### src/rtl/irq_sum_pkg.sv
package irq_sum_pkg;

  // Slot of each one-shot class inside the pending-edge vector
  typedef enum logic [1:0] {
    EDGE_UART    = 2'd0,
    EDGE_IPI     = 2'd1,
    EDGE_CLOCK   = 2'd2,
    EDGE_CONHALT = 2'd3
  } edge_idx_e;

  localparam int NUM_EDGE = 4;

  // Register port select
  typedef enum logic {
    SEL_ENABLE  = 1'b0,
    SEL_SUMMARY = 1'b1
  } reg_sel_e;

endpackage

### src/rtl/irq_edge_latch.sv
module irq_edge_latch #(
  parameter int WIDTH = 4
) (
  input  logic             clk,
  input  logic             rst_n,
  input  logic [WIDTH-1:0] set_i,
  input  logic [WIDTH-1:0] clr_i,
  output logic [WIDTH-1:0] pend_o
);

  logic [WIDTH-1:0] pend_q;

  // Set dominates clear so a strobe is never lost to an acknowledge
  always_ff @(posedge clk) begin
    if (!rst_n) pend_q <= '0;
    else        pend_q <= (pend_q & ~clr_i) | set_i;
  end

  assign pend_o = pend_q;

endmodule

### src/rtl/irq_level_track.sv
module irq_level_track #(
  parameter int NUM_LVL = 4,
  parameter int NODE_W  = 5
) (
  input  logic                       clk,
  input  logic                       rst_n,
  input  logic [NUM_LVL-1:0]         lvl_i,
  input  logic [NUM_LVL*NODE_W-1:0]  node_i,
  output logic [NUM_LVL-1:0]         lvl_o,
  output logic [NUM_LVL*NODE_W-1:0]  src_o
);

  for (genvar g = 0; g < NUM_LVL; g++) begin : g_lvl
    logic              seen_q;
    logic [NODE_W-1:0] src_q;
    logic              rise;

    assign rise = lvl_i[g] & ~seen_q;

    always_ff @(posedge clk) begin
      if (!rst_n) begin
        seen_q <= 1'b0;
        src_q  <= '0;
      end else begin
        seen_q <= lvl_i[g];
        if (rise) src_q <= node_i[g*NODE_W +: NODE_W];
      end
    end

    assign lvl_o[g]                  = seen_q;
    assign src_o[g*NODE_W +: NODE_W] = src_q;
  end

endmodule

### src/rtl/irq_mask_reg.sv
module irq_mask_reg #(
  parameter int MASK_W = 9
) (
  input  logic              clk,
  input  logic              rst_n,
  input  logic              wr_en_i,
  input  logic [MASK_W-1:0] wdata_i,
  output logic [MASK_W-1:0] mask_o
);

  logic [MASK_W-1:0] mask_q;

  always_ff @(posedge clk) begin
    if (!rst_n)       mask_q <= '0;
    else if (wr_en_i) mask_q <= wdata_i;
  end

  assign mask_o = mask_q;

endmodule

### src/rtl/cpu_irq_summary.sv
module cpu_irq_summary
  import irq_sum_pkg::*;
#(
  parameter int NUM_LVL = 4,
  parameter int NODE_W  = 5,
  parameter int DATA_W  = 32
) (
  input  logic                      clk,
  input  logic                      rst_n,
  input  logic                      halt_req,
  input  logic                      conhalt_evt,
  input  logic                      clock_evt,
  input  logic                      ipi_evt,
  input  logic                      uart_evt,
  input  logic [NUM_LVL-1:0]        dev_level,
  input  logic [NUM_LVL*NODE_W-1:0] dev_node,
  input  logic                      reg_wr,
  input  logic                      reg_sel,
  input  logic [DATA_W-1:0]         reg_wdata,
  output logic [DATA_W-1:0]         reg_rdata,
  output logic                      irq_uart,
  output logic [NUM_LVL-1:0]        irq_dev,
  output logic                      irq_ipi,
  output logic                      irq_clock,
  output logic                      irq_halt,
  output logic                      irq_conhalt
);

  // Summary word layout (decoded by software)
  localparam int SB_UART    = 0;
  localparam int SB_LVL0    = 1;
  localparam int SB_IPI     = NUM_LVL + 1;
  localparam int SB_CLOCK   = NUM_LVL + 2;
  localparam int SB_SRC0    = NUM_LVL + 3;
  localparam int SRC_W      = NUM_LVL * NODE_W;
  localparam int SB_CONHALT = SB_SRC0 + SRC_W;
  localparam int SB_HALT    = SB_CONHALT + 1;

  // Enable word layout
  localparam int MB_UART    = 0;
  localparam int MB_LVL0    = 1;
  localparam int MB_IPI     = NUM_LVL + 1;
  localparam int MB_CLOCK   = NUM_LVL + 2;
  localparam int MB_HALT    = NUM_LVL + 3;
  localparam int MB_CONHALT = NUM_LVL + 4;
  localparam int MASK_W     = NUM_LVL + 5;

  logic                 wr_enable;
  logic                 wr_summary;
  logic [NUM_EDGE-1:0]  edge_set;
  logic [NUM_EDGE-1:0]  edge_clr;
  logic [NUM_EDGE-1:0]  edge_pend;
  logic [NUM_LVL-1:0]   lvl_q;
  logic [SRC_W-1:0]     src_q;
  logic [MASK_W-1:0]    mask_q;
  logic                 halt_q;
  logic [DATA_W-1:0]    sum_word;

  assign wr_enable  = reg_wr && (reg_sel == SEL_ENABLE);
  assign wr_summary = reg_wr && (reg_sel == SEL_SUMMARY);

  // One-shot classes: strobe sets, write-one acknowledges
  always_comb begin
    edge_set = '0;
    edge_clr = '0;
    edge_set[EDGE_UART]    = uart_evt;
    edge_set[EDGE_IPI]     = ipi_evt;
    edge_set[EDGE_CLOCK]   = clock_evt;
    edge_set[EDGE_CONHALT] = conhalt_evt;
    if (wr_summary) begin
      edge_clr[EDGE_UART]    = reg_wdata[SB_UART];
      edge_clr[EDGE_IPI]     = reg_wdata[SB_IPI];
      edge_clr[EDGE_CLOCK]   = reg_wdata[SB_CLOCK];
      edge_clr[EDGE_CONHALT] = reg_wdata[SB_CONHALT];
    end
  end

  irq_edge_latch #(.WIDTH(NUM_EDGE)) u_edges (
    .clk    (clk),
    .rst_n  (rst_n),
    .set_i  (edge_set),
    .clr_i  (edge_clr),
    .pend_o (edge_pend)
  );

  irq_level_track #(.NUM_LVL(NUM_LVL), .NODE_W(NODE_W)) u_levels (
    .clk    (clk),
    .rst_n  (rst_n),
    .lvl_i  (dev_level),
    .node_i (dev_node),
    .lvl_o  (lvl_q),
    .src_o  (src_q)
  );

  irq_mask_reg #(.MASK_W(MASK_W)) u_mask (
    .clk     (clk),
    .rst_n   (rst_n),
    .wr_en_i (wr_enable),
    .wdata_i (reg_wdata[MASK_W-1:0]),
    .mask_o  (mask_q)
  );

  // Halt from the configuration side is live, not software-clearable
  always_ff @(posedge clk) begin
    if (!rst_n) halt_q <= 1'b0;
    else        halt_q <= halt_req;
  end

  always_comb begin
    sum_word = '0;
    sum_word[SB_UART]                = edge_pend[EDGE_UART];
    sum_word[SB_LVL0 +: NUM_LVL]     = lvl_q;
    sum_word[SB_IPI]                 = edge_pend[EDGE_IPI];
    sum_word[SB_CLOCK]               = edge_pend[EDGE_CLOCK];
    sum_word[SB_SRC0 +: SRC_W]       = src_q;
    sum_word[SB_CONHALT]             = edge_pend[EDGE_CONHALT];
    sum_word[SB_HALT]                = halt_q;
  end

  assign reg_rdata = (reg_sel == SEL_SUMMARY) ? sum_word
                                              : {{(DATA_W-MASK_W){1'b0}}, mask_q};

  assign irq_uart    = edge_pend[EDGE_UART]    & mask_q[MB_UART];
  assign irq_dev     = lvl_q                   & mask_q[MB_LVL0 +: NUM_LVL];
  assign irq_ipi     = edge_pend[EDGE_IPI]     & mask_q[MB_IPI];
  assign irq_clock   = edge_pend[EDGE_CLOCK]   & mask_q[MB_CLOCK];
  assign irq_halt    = halt_q                  & mask_q[MB_HALT];
  assign irq_conhalt = edge_pend[EDGE_CONHALT] & mask_q[MB_CONHALT];

endmodule

### config.mk
export PLATFORM = sky130hd
export DESIGN_NAME = cpu_irq_summary
export DESIGN_NICKNAME = d
export VERILOG_FILES = /design/src/rtl/irq_sum_pkg.sv /design/src/rtl/irq_edge_latch.sv /design/src/rtl/irq_level_track.sv /design/src/rtl/irq_mask_reg.sv /design/src/rtl/cpu_irq_summary.sv
export SDC_FILE = /design/constraint.sdc
export NUM_CORES = 1
export LEC_CHECK = 0
export BUFFER_PORTS_ARGS = -buffer_cell sky130_fd_sc_hd__buf_2
export CORE_MARGIN = 2
export CORE_UTILIZATION = 43
export DETAILED_ROUTE_END_ITERATION = 10
export GPL_ROUTABILITY_DRIVEN = 1
export PLACE_DENSITY = 0.79
export SETUP_SLACK_MARGIN = 0.05
export SLEW_MARGIN = 20
export SYNTH_ARGS = -nofsm -noshare
export SYNTH_HDL_FRONTEND = slang
export SYNTH_SLANG_ARGS = --single-unit
### constraint.sdc
create_clock -name clk -period 0.9 [get_ports clk]
set_input_delay 0.09 -clock clk [delete_from_list [all_inputs] [get_ports clk]]
set_output_delay 0.09 -clock clk [all_outputs]
set_load 0.02 [all_outputs]
==> metrics <==
status=finished with violations; failing checks=negative setup slack; initial antenna violation count=0; Clock Latency Late Sink=about 0.28 ns; Longest Clk Path Bufs=2; peak supply drop=approximately 0.00081 V; crit share post-route=123.4%; post-route cell area=2875 um^2; share of layout cells above drive strength 1=roughly three fifths; final worst slack=-0.2102 ns; Post-Layout Cell Count=350; NetSw=0.9867 mW; CTS tree=yes; input/output buffers=80; #FFs+latches synth=38; Layout Nets=approximately 370; CP endpoint kind=output port; synthesized area=approximately 1800 um^2; TritonCTS buffer count=5; combinational share of power=22.7%; htree depth=2; CP arrival=~1.0 ns; vias=approximately 1.7k; Int Power=2.805 mW; Hold Vio Cnt, Final=0; Slowest cell on crit path=dfxtp_2; die area=between 4000 and 5000 um^2; Initial Util=roughly 45%; DRC viols=0; Antenna Violating Nets Remaining=0; pin count of the biggest net entering global routing=39; CTS Root Cell=clkbuf_8; Synth Area per Inst=about 8.8 um^2; max-slew violation count=0; Setup CP Type=flop to output port; Reg power frac=49.2%; leak pwr=between 1 and 1.5 nW; Core Region=between 4000 and 5000 um^2; Critical path buffers and inverters=1; CP top delay family=flip-flops; PD cells=approximately 1300 nW/um^2; clock sink count=38; count of different cell masters after synthesis=15; Crit Path Max Fanout=3; wire length per cell=12.56 um; RSZ-0062 raised after global routing=yes; worst hold slack=around 0.017 ns; ANT cells=0; pre-CTS setup slack=-0.04661 ns; Setup Viol. Count Final=44; gr usage total=about a fifth; Sw Ratio=26.02%; Worst Skew=~0.0025 ns; fmax=approximately 900 MHz; Setup TNS Final=-3.877 ns; Final HPWL DP=2875 um; placed cell area=between 2000 and 2500 um^2; # rows=23; Clock power frac=between 20% and 30%; Area Overhead vs Synth=59.03%; Tot Pwr=~3.8 mW; Die Y=a little under 70 um; via/cell ratio=about 4.7; clk slew on worst S/H paths=0.07 ns; CP Data Required Time=0.81 ns; gpl congestion=~0.70; Final Util=between 70% and 80%; Filler Cells Inserted=roughly 290; First DRT Iteration DRCs=71; cell count after placement=~330; io pins=roughly 110; sequential fraction of the synthesis area=around 42%; Ys Warns=0; drt pass-1 iters=4; Worst setup SP type=flop; total gr overflow=0; Syn Inst Count=slightly above 200; hold crit path type=primary input to flop; final WL=around 4400 um; critical-path cell list=mux2_4 -> buf_6; Die X=approximately 70 um; final critical-path required period=~1.1 ns; vias in the first global route=around 1.6k; total of max-cap violations=0; CP peak stage delay=between 0.3 and 0.4 ns; global-route wire length before repair=6541 um
-- cell families after synthesis --
group / count (synthesis) / share of synthesized area [%]
AND/OR/NAND/NOR: 98 / 26.02
multiplexers: 38 / 21.66
flip-flops: 38 / 42.08
buffers and inverters: 22 / 7.543
AO/OA/AOI/OAI: 8 / 2.491
other: 1 / 0.2074
-- state kept, by name, indices dropped and copies added (netlist names) --
name and cells:
halt_q 1, u_levels.g_lvl.seen_q 4, u_mask.mask_o 9, u_edges.pend_o 4, u_levels.g_lvl.src_q 20
-- power by group through the flow --
| stage | logic, mW | clock network, mW | registers, mW |
|---|---|---|---|
| floorplan | 0.420 | 0 | 1.86 |
| global placement | 0.631 | 0 | 1.87 |
| detailed placement | 0.643 | 0 | 1.87 |
| CTS | 0.836 | 1.12 | 1.86 |
| global route | 0.931 | 1.20 | 1.88 |
| finish | 0.861 | 1.06 | 1.87 |
-- placed cells by master, fill, tap and decap left out --
cell type      synthesis  final
buf_2                  7     42
and2_4                 1     30
a31oi_1                4      4
dfxtp_2                0     36
nor2b_1                5      5
clkinv_2               0      2
mux2_4                 0      9
nand2_1               58     58
conb_1                 1      3
clkbuf_8               0      5
buf_6                  3     44
and2_1                34      5
dlygate4sd3_1          0      4
mux2i_1               29     29
buf_4                  6     11
buf_12                 0      3
inv_1                  4      4
o21ai_0                4      4
dfxtp_1               38      2
-- cells in the mapped netlist, drive strengths merged --
cell    instances  area share (%)
a31oi           4             1.4
and2           35              12
buf            16             6.3
clkbuf          2            0.42
conb            1            0.21
dfxtp          38              42
inv             4            0.83
mux2            9             5.6
mux2i          29              16
nand2          58              12
nor2b           5             1.7
o21ai           4             1.1
-- final timing paths --
check                                           startpoint                          to  slack, ns  cells past startpoint
worst max-delay path                      u_mask.mask_o[4]                reg_rdata[4]      -0.21                      2
worst min register to register  u_levels.g_lvl[1].src_q[1]  u_levels.g_lvl[1].src_q[1]       0.46                      2
worst min-delay path                          dev_level[1]    u_levels.g_lvl[1].seen_q       0.02                      2
worst max register to register    u_levels.g_lvl[1].seen_q  u_levels.g_lvl[1].src_q[4]      -0.07                      4
-- per-layer routing --
metal / part of all wire (%) / vias up / track usage [%]
met5: 0 / - / 0
met4: 0.93 / 0 / 5.147
met3: 5.0 / 5 / 5.844
met2: 55 / 48 / 35.70
met1: 39 / 769 / 19.40
li1: - / 833 / -
-- final cells by class --
cell class	count	area [um^2]	share of cell area (%)
clock inverters	2	10.01	0.3481
repair buffers	104	888.4	30.90
clock buffers	5	68.82	2.393
multi-input cells	147	1025	35.64
well taps	50	62.56	2.176
inverters	4	15.01	0.5222
flip-flops and latches	38	805.8	28.02
-- what timing repair did --
action | in CTS | in global routing
setup endpoints to repair | 47 | 58
hold buffers | 3 | 1
pin swaps | 4 | 0
buffers inserted | 5 | 3
hold endpoints to repair | 3 | 1
gates resized for setup | 149 | 8
No activity file was read; power rests on OpenSTA's default activity.
